$ cat config.mk
export PLATFORM = sky130hd
export DESIGN_NAME = uart_mute_rx
export DESIGN_NICKNAME = d
export VERILOG_FILES = /design/src/rtl/uart_mute_rx.sv
export SDC_FILE = /design/constraint.sdc
export NUM_CORES = 1
export LEC_CHECK = 0
export ABC_AREA = 1
export BUFFER_PORTS_ARGS = -buffer_cell sky130_fd_sc_hd__clkbuf_2
export CAP_MARGIN = 40
export CORE_MARGIN = 2
export CORE_UTILIZATION = 52
export DETAILED_ROUTE_END_ITERATION = 10
export HOLD_SLACK_MARGIN = 0.06
export PLACE_DENSITY = 0.82
export SLEW_MARGIN = 0
export SYNTH_ARGS = -nofsm -noshare
export SYNTH_HDL_FRONTEND = slang
export SYNTH_SLANG_ARGS = --single-unit
$ cat constraint.sdc
create_clock -name clk -period 1.8 [get_ports clk]
set_clock_uncertainty 0.2 [all_clocks]
set_input_delay 0.54 -clock clk [delete_from_list [all_inputs] [get_ports clk]]
set_output_delay 0.54 -clock clk [all_outputs]
set_load 0.05 [all_outputs]
$ cat src/rtl/uart_mute_rx.sv
module uart_mute_rx (
  input  logic       clk,
  input  logic       rst_n,
  input  logic       rx_tick,
  input  logic       rx_in,
  input  logic       rx_en,
  input  logic       nine_bit,
  input  logic       wake_sel,
  input  logic       mute_set,
  input  logic       mute_clr,
  input  logic       data_rd,
  output logic [7:0] rx_data,
  output logic       rx_bit8,
  output logic       data_ready,
  output logic       rx_irq,
  output logic       mute,
  output logic       idle_flag,
  output logic       overrun,
  output logic       frame_err,
  output logic       noise_err
);
  localparam int OVS = 16;
  localparam int CW  = $clog2(OVS);
  localparam int MID = OVS / 2 + 1;
  localparam int IW  = $clog2(11 * OVS + 1);

  typedef enum logic [1:0] {S_IDLE, S_START, S_DATA, S_STOP} st_t;

  st_t           st;
  logic [1:0]    sync;
  logic [CW-1:0] cnt;
  logic [3:0]    bitn;
  logic [8:0]    sh;
  logic          s7, s8, nz, armed;
  logic [IW-1:0] idle_cnt;

  wire          r          = sync[1];
  wire          mid        = rx_en && rx_tick && st != S_IDLE && cnt == CW'(MID);
  wire          maj        = (s7 & s8) | (s7 & r) | (s8 & r);
  wire          noisy      = !((s7 == s8) && (s8 == r));
  wire          done       = mid && st == S_STOP;
  wire [IW-1:0] idle_lim   = nine_bit ? IW'(11 * OVS - 1) : IW'(10 * OVS - 1);
  wire          idle_hit   = rx_en && rx_tick && st == S_IDLE && r && armed && idle_cnt == idle_lim;
  wire [7:0]    f_data     = nine_bit ? sh[7:0] : sh[8:1];
  wire          f_b8       = nine_bit & sh[8];
  wire          wake_frame = done && mute && wake_sel && f_b8;
  wire          deliver    = done && (!mute || wake_frame);
  wire [3:0]    nbits      = nine_bit ? 4'd9 : 4'd8;

  assign rx_irq = data_ready;

  always_ff @(posedge clk or negedge rst_n)
    if (!rst_n) sync <= 2'b11;
    else        sync <= {sync[0], rx_in};

  always_ff @(posedge clk or negedge rst_n) begin
    if (!rst_n) begin
      st <= S_IDLE; cnt <= '0; bitn <= '0; sh <= '0;
      s7 <= 1'b1; s8 <= 1'b1; nz <= 1'b0; armed <= 1'b0; idle_cnt <= '0;
    end else if (!rx_en) begin
      st <= S_IDLE; cnt <= '0; bitn <= '0; nz <= 1'b0; armed <= 1'b0; idle_cnt <= '0;
    end else if (rx_tick) begin
      if (st == S_IDLE) begin
        cnt  <= '0;
        bitn <= '0;
        if (!r) begin
          st <= S_START; armed <= 1'b1; idle_cnt <= '0;
        end else if (idle_hit) begin
          armed <= 1'b0; idle_cnt <= '0;
        end else if (armed) begin
          idle_cnt <= idle_cnt + 1'b1;
        end
      end else begin
        cnt <= cnt + 1'b1;
        if (cnt == CW'(MID - 2)) s7 <= r;
        if (cnt == CW'(MID - 1)) s8 <= r;
        if (mid) begin
          case (st)
            S_START: if (maj) st <= S_IDLE; else nz <= noisy;
            S_DATA: begin
              sh   <= {maj, sh[8:1]};
              bitn <= bitn + 1'b1;
              nz   <= nz | noisy;
            end
            S_STOP:  st <= S_IDLE;
            default: ;
          endcase
        end
        if (cnt == CW'(OVS - 1)) begin
          if (st == S_START) st <= S_DATA;
          else if (st == S_DATA && bitn == nbits) st <= S_STOP;
        end
      end
    end
  end

  always_ff @(posedge clk or negedge rst_n) begin
    if (!rst_n) begin
      rx_data <= '0; rx_bit8 <= 1'b0; data_ready <= 1'b0; mute <= 1'b0;
      idle_flag <= 1'b0; overrun <= 1'b0; frame_err <= 1'b0; noise_err <= 1'b0;
    end else begin
      if (!rx_en) begin
        data_ready <= 1'b0; overrun <= 1'b0; frame_err <= 1'b0;
        noise_err <= 1'b0; idle_flag <= 1'b0;
      end else begin
        if (data_rd)  data_ready <= 1'b0;
        if (idle_hit) idle_flag  <= 1'b1;
        if (deliver) begin
          if (data_ready && !data_rd) begin
            overrun <= 1'b1;
          end else begin
            rx_data    <= f_data;
            rx_bit8    <= f_b8;
            data_ready <= 1'b1;
            frame_err  <= frame_err | !maj;
            noise_err  <= noise_err | nz | noisy;
          end
        end
      end
      if (wake_frame || (idle_hit && !wake_sel) || mute_clr) mute <= 1'b0;
      else if (mute_set)                                      mute <= 1'b1;
    end
  end
endmodule


==> flow_summary.ini, run 1 <==
[run_status]
status = complete, no violations

[clock_tree]
clk_path_buf_depth = 2
clkTransAtPathRegs_ps = 90
clkSinkCount = 48
cts_max_level = 2
clockRootBuffer = clkbuf_8
insertion_delay_ps = 310
cts-buffers-inserted = 5
cts_tree = done

[grt]
track_usage = 0.217
antenna_found_initial = 0
grt_max_degree = 49
grt_pass1_vias = 2067
overflow = 0
grt_pass1_wl_um = 8890

[synthesis]
synth_seq_cells = 48
synthAdderAreaFrac = 0.0360
synth-simple-area-share = 0.240
netlist_instances = 303
synth_area_mm2 = 0.00243
ys_warn_count = 0
synth_top_family_by_area = simple AND/OR/NAND/NOR gates
ys_async_sr_fraction = 1.00
synth_edf_count = 0
ys.flop_type = dfrtp_1
synth_compound_area_frac = 0.126
synth_mux_area_frac = 0
yosys.area_share.xor_xnor = 0.0144
synth.net_count = 320
synth_seq_area_share = 0.495
synth_cell_type_count = 30
postSynthAreaPerCell_um2 = 8.04

[floorplan]
fp-row-count = 24
die_w_um = 72.4
start_util = 0.548
die_area_mm2 = 0.00525
core_area_mm2 = 0.00444
num_io_pins = 26
die_h_um = 72.4

[critical_path]
worstPathMaxFanout = 9
cp-end-kind = register
crit_chain = ha_4 > inv_1 > nor2_2 > nand2_2 > nor3b_4 > nand2_2 > nand2_1 > o21ai_1
crit_type = register to register
crit_arrival_ps = 1780
cp.required_ps = 1800
critPathLaunchType = register
cpLargestDelayFamily = simple AND/OR/NAND/NOR gates
critPathSlowestCell = dfrtp_1
critPathMostFrequentCell = nand2_2
slowest_delay_ps = 450
timing.critical_path.buf_inv = 1

[route]
firstDrtPassIters = 4
vias = 2187
viasPerCell = 5.27
detail_route.iter0.violations = 137
wl_per_cell_um = 13.5
ant_nets = 0
drc = 0
wirelength_um = 5610

[cells_and_area]
utilization = 0.683
antenna_cells = 0
area_delta_synth_final_pct = 24.7
drive_above_1_share = 0.270
fin_nets = 379
fin_area_mm2 = 0.00304
layout_common_cells = nand2_1 (65), inv_1 (44), dfrtp_1 (43)
final_common_cell = nand2_1
layout.cells.non_filler = 415

[power_and_ir_drop]
peakVddDrop_mv = 0.489
p_leak_nw = 1.49
powerDensity_mw_per_mm2 = 656

[placement]
dp.final_hpwl_um = 3890
placed_area_mm2 = 0.00282
port_buffers = 25
dp_cells = 401
routabilityCongestion = 0.886

[timing]
finalMaxSlewViolations = 0
hold_viol = 0
fmaxAchievable_mhz = 563
relSlewSlack = 0.797
fin_crit_ps = 1780
fin_crit_sh = 0.986
tightest_slew_ps = 305
setup_viol = 0

[min_path]
worst_hold_path_type = input port to register

[job]
maxCapViolations = 0
cell usage after synthesis, types with 2 or more instances:
cell,count,area [µm²]
a21oi_1,9,45.0
clkbuf_1,2,7.51
inv_1,46,173
nor3_1,3,15.0
ha_1,7,87.6
buf_4,2,15.0
dfstp_2,4,105
nor3b_1,2,15.0
xor2_1,3,26.3
dfrtp_1,44,1100
o21ai_0,33,165
or2_2,2,12.5
nand2_1,71,267
o21ai_1,10,50.1
buf_2,4,20.0
nor2_1,23,86.3
nand3_1,19,95.1
nand4_1,6,37.5
nand2_2,2,12.5
layout make-up:
cell class | instances | area, µm²
Tap cell | 52 | 65.1
Fill cell | 340 | 1410
Clock buffer | 5 | 68.8
Multi-Input combinational cell | 202 | 1100
Clock inverter | 3 | 23.8
Timing Repair Buffer | 59 | 399
Inverter | 46 | 173
Sequential cell | 48 | 1210
per-layer routing:
metal | part of all wire | wire (µm) | global-route usage | vias up
met1 | 0.44 | 2490 | 0.261 | 1019
met4 | 0.030 | 167 | 0.0844 | 0
met3 | 0.042 | 238 | 0.0528 | 17
met2 | 0.48 | 2710 | 0.376 | 55
met5 | 0 | 0 | 0 | -
li1 | - | - | - | 1096
logic make-up (layout without fill, tap and decap cells):
| logic type | after synthesis | count (layout) |
|---|---|---|
| AOI/OAI and AO/OA | 58 | 58 |
| xor gates and xnor gates | 4 | 4 |
| adders and majority gates | 7 | 7 |
| buffers and inverters | 54 | 113 |
| DFF | 48 | 48 |
| and+or+nand+nor | 132 | 133 |
worst reg2reg max path, cell delays in order (launching register included):
cell and delay [ps]:
dfrtp_1 450, ha_4 160, inv_1 50, nor2_2 80
nand2_2 90, nor3b_4 310, nand2_2 180, nand2_1 90
o21ai_1 60
path summary, 6_finish.rpt:
kind / start / endpoint / slack [ps] / cells after the start
min reg2reg: sync[0] / sync[1] / 160 / 0
max: cnt[0] / rx_data[5] / 20 / 8
min in group asynchronous: rst_n / idle_flag / 560 / 3
max reg2reg: cnt[0] / rx_data[5] / 20 / 8
min: rx_in / sync[0] / 110 / 1
max in group asynchronous: rst_n / sync[1] / 560 / 3
stage by stage:
stage | power (mW) | worst slack (ps) | hold WS [ps] | TNS [ps]
after floorplan | 1.24 | 3.75 | 44.4 | 0
after global placement | 1.33 | -54.5 | 147 | -401
after CTS | 1.98 | 14.8 | 102 | 0
after global routing | 2.07 | -52.4 | 92.9 | -294
after detailed placement | 1.34 | -105 | 149 | -1070
final | 1.99 | 24.5 | 105 | 0
state kept, by name, indices dropped and copies added, names as in the netlist, 2 cells and up:
signal	count
sync	2
cnt	4
rx_data	8
sh	9
idle_cnt	8
bitn	4
st	2
power breakdown:
group	internal [mW]	switching (mW)	total [mW]	leakage, nW
Clock	0.275	0.376	0.651	0.0404
Combinational	0.0911	0.133	0.225	0.802
Sequential	1.10	0.0188	1.12	0.645
Total	1.46	0.528	1.99	1.49
what timing repair did:
item | in CTS | in global routing
setup buffers | 0 | 4
resized for setup | 0 | 23
hold buffers | 1 | 0
endpoints found under the hold margin | 44 | 0
endpoints found under the setup margin | 0 | 28
Note: power is estimated with default switching activity, not from simulation.
==> run 2: changes to the inputs <==
--- a/config.mk
+++ b/config.mk
@@ -8,7 +8,7 @@
 export ABC_AREA = 1
 export BUFFER_PORTS_ARGS = -buffer_cell sky130_fd_sc_hd__clkbuf_2
 export CAP_MARGIN = 40
-export CORE_MARGIN = 2
+export CORE_MARGIN = 3
 export CORE_UTILIZATION = 52
 export DETAILED_ROUTE_END_ITERATION = 10
 export HOLD_SLACK_MARGIN = 0.06
==> run 2 against run 1 <==
- critical path depth rose by 2
- power fell by 0.91%
- cell area rose by 2.2%
- sequential share of layout area fell by 0.85 points
- routed wire length fell by 4.7%
- hold slack improved by 14 ps
- count of clock-buffer cells in the layout did not move
- sequential power barely moved
- fmax fell by 0.79%
- largest power group unchanged
==> flow_summary.ini, run 2 (same netlist as run 1, synthesis figures left out) <==
[run_status]
status = complete, no violations

[critical_path]
timing.critical_path.buf_inv = 3
critPathSlowestCell = dfrtp_1
cp.required_ps = 1790
crit_arrival_ps = 1780
crit_chain = inv_2 > ha_4 > inv_2 > nor2_2 > nand2_2 > nor3b_4 > buf_6 > nand2_8 > nand2_2 > o21ai_2
cp-end-kind = register
cpLargestDelayFamily = simple AND/OR/NAND/NOR gates
critPathLaunchType = register
slowest_delay_ps = 390
worstPathMaxFanout = 9
crit_type = register to register

[timing]
relSlewSlack = 0.687
fmaxAchievable_mhz = 559
hold_viol = 0
setup_tns_ps = 0
holdWs_ps = 119
setup_viol = 0
fin_crit_ps = 1790
fin_crit_sh = 0.994
grt_setup_unrepaired = true
setup_ws_ps = 10.4
tightest_slew_ps = 470
finalMaxSlewViolations = 0

[route]
wirelength_um = 5340
detail_route.iter0.violations = 178
ant_nets = 0
wl_per_cell_um = 12.8
top_layer = met4
drt-met1-wl_um = 2430
firstDrtPassIters = 5
viasPerCell = 5.16
drc = 0
wl_met3_um = 282
wl_met2_um = 2560
vias = 2157

[clock_tree]
cts-buffers-inserted = 5
cts_tree = done
clk_path_buf_depth = 2
clockRootBuffer = clkbuf_8
insertion_delay_ps = 300
clkSinkCount = 48
cts_max_level = 2
clkTransAtPathRegs_ps = 90

[cells_and_area]
fill_cells = 319
fin_nets = 382
area_delta_synth_final_pct = 27.4
layout.cells.non_filler = 418
drive_above_1_share = 0.292
final_common_cell = nand2_1
layout_common_cells = nand2_1 (62), dfrtp_1 (43), inv_1 (42)
antenna_cells = 0
top_register = sh
largest_reg_flops = 9
reg_top3 = sh (9), idle_cnt (8), rx_data (8)
fin_area_mm2 = 0.00310
utilization = 0.698

[job]
maxCapViolations = 0

[placement]
port_buffers = 25
dp_cells = 402
dp.final_hpwl_um = 3980
routabilityCongestion = 0.859
place_ws_ps = -196
placed_area_mm2 = 0.00284

[power_and_ir_drop]
peakVddDrop_mv = 0.515
p_leak_nw = 1.51
power.total_mw = 1.97
powerDensity_mw_per_mm2 = 636

[floorplan]
core_area_mm2 = 0.00444
start_util = 0.548
fp-row-count = 24
die_area_mm2 = 0.00554
num_io_pins = 26
die_w_um = 74.4
die_h_um = 74.4

[grt]
grt_max_degree = 19
track_usage = 0.198
grt_pass1_wl_um = 8340
overflow = 0
grt_pass1_vias = 1853
antenna_found_initial = 0

[min_path]
worst_hold_path_type = input port to register
[run 2: routing by layer]
metal | vias up | GRT usage
li1 | 1101 | -
met1 | 985 | 0.261
met2 | 63 | 0.334
met3 | 8 | 0.0392
met4 | 0 | 0.0534
met5 | - | 0
[run 2: cell type report]
type	instances	area [µm²]	share of cell area
Sequential cell	48	1210	0.389
Tap cell	52	65.1	0.0210
Multi-Input combinational cell	202	1120	0.362
Clock inverter	3	23.8	0.00766
Clock buffer	5	68.8	0.0222
Timing Repair Buffer	62	442	0.142
Inverter	46	173	0.0557
[run 2: final timing paths]
path / startpoint / end / slack, ps / depth (start not counted)
hold / removal: rx_in / sync[0] / 120 / 1
min in group asynchronous: rst_n / noise_err / 510 / 2
max in group asynchronous: rst_n / s7 / 340 / 3
setup reg to reg: cnt[1] / rx_data[7] / 10 / 10
setup / recovery: cnt[1] / rx_data[7] / 10 / 10
hold reg to reg: sync[0] / sync[1] / 160 / 0
[run 2: what timing repair did]
item,in CTS,in global routing
hold buffers,1,0
cloned,1,0
resized for setup,4,28
setup buffers,1,5
endpoints found under the setup margin,9,22
hold endpoints to repair,15,0
pin swaps,5,12
[run 2: worst reg2reg max path, stage by stage, from the launching register on]
cell     delay, ps
dfrtp_1        390
inv_2           80
ha_4           120
inv_2           30
nor2_2         120
nand2_2        110
nor3b_4        240
buf_6          160
nand2_8         80
nand2_2        110
o21ai_2         50
[run 2: where the power goes]
part | internal (mW) | total (mW) | leakage, nW | switching [mW]
Combinational | 0.0925 | 0.222 | 0.824 | 0.129
Sequential | 1.10 | 1.11 | 0.645 | 0.0169
Clock | 0.275 | 0.637 | 0.0404 | 0.362
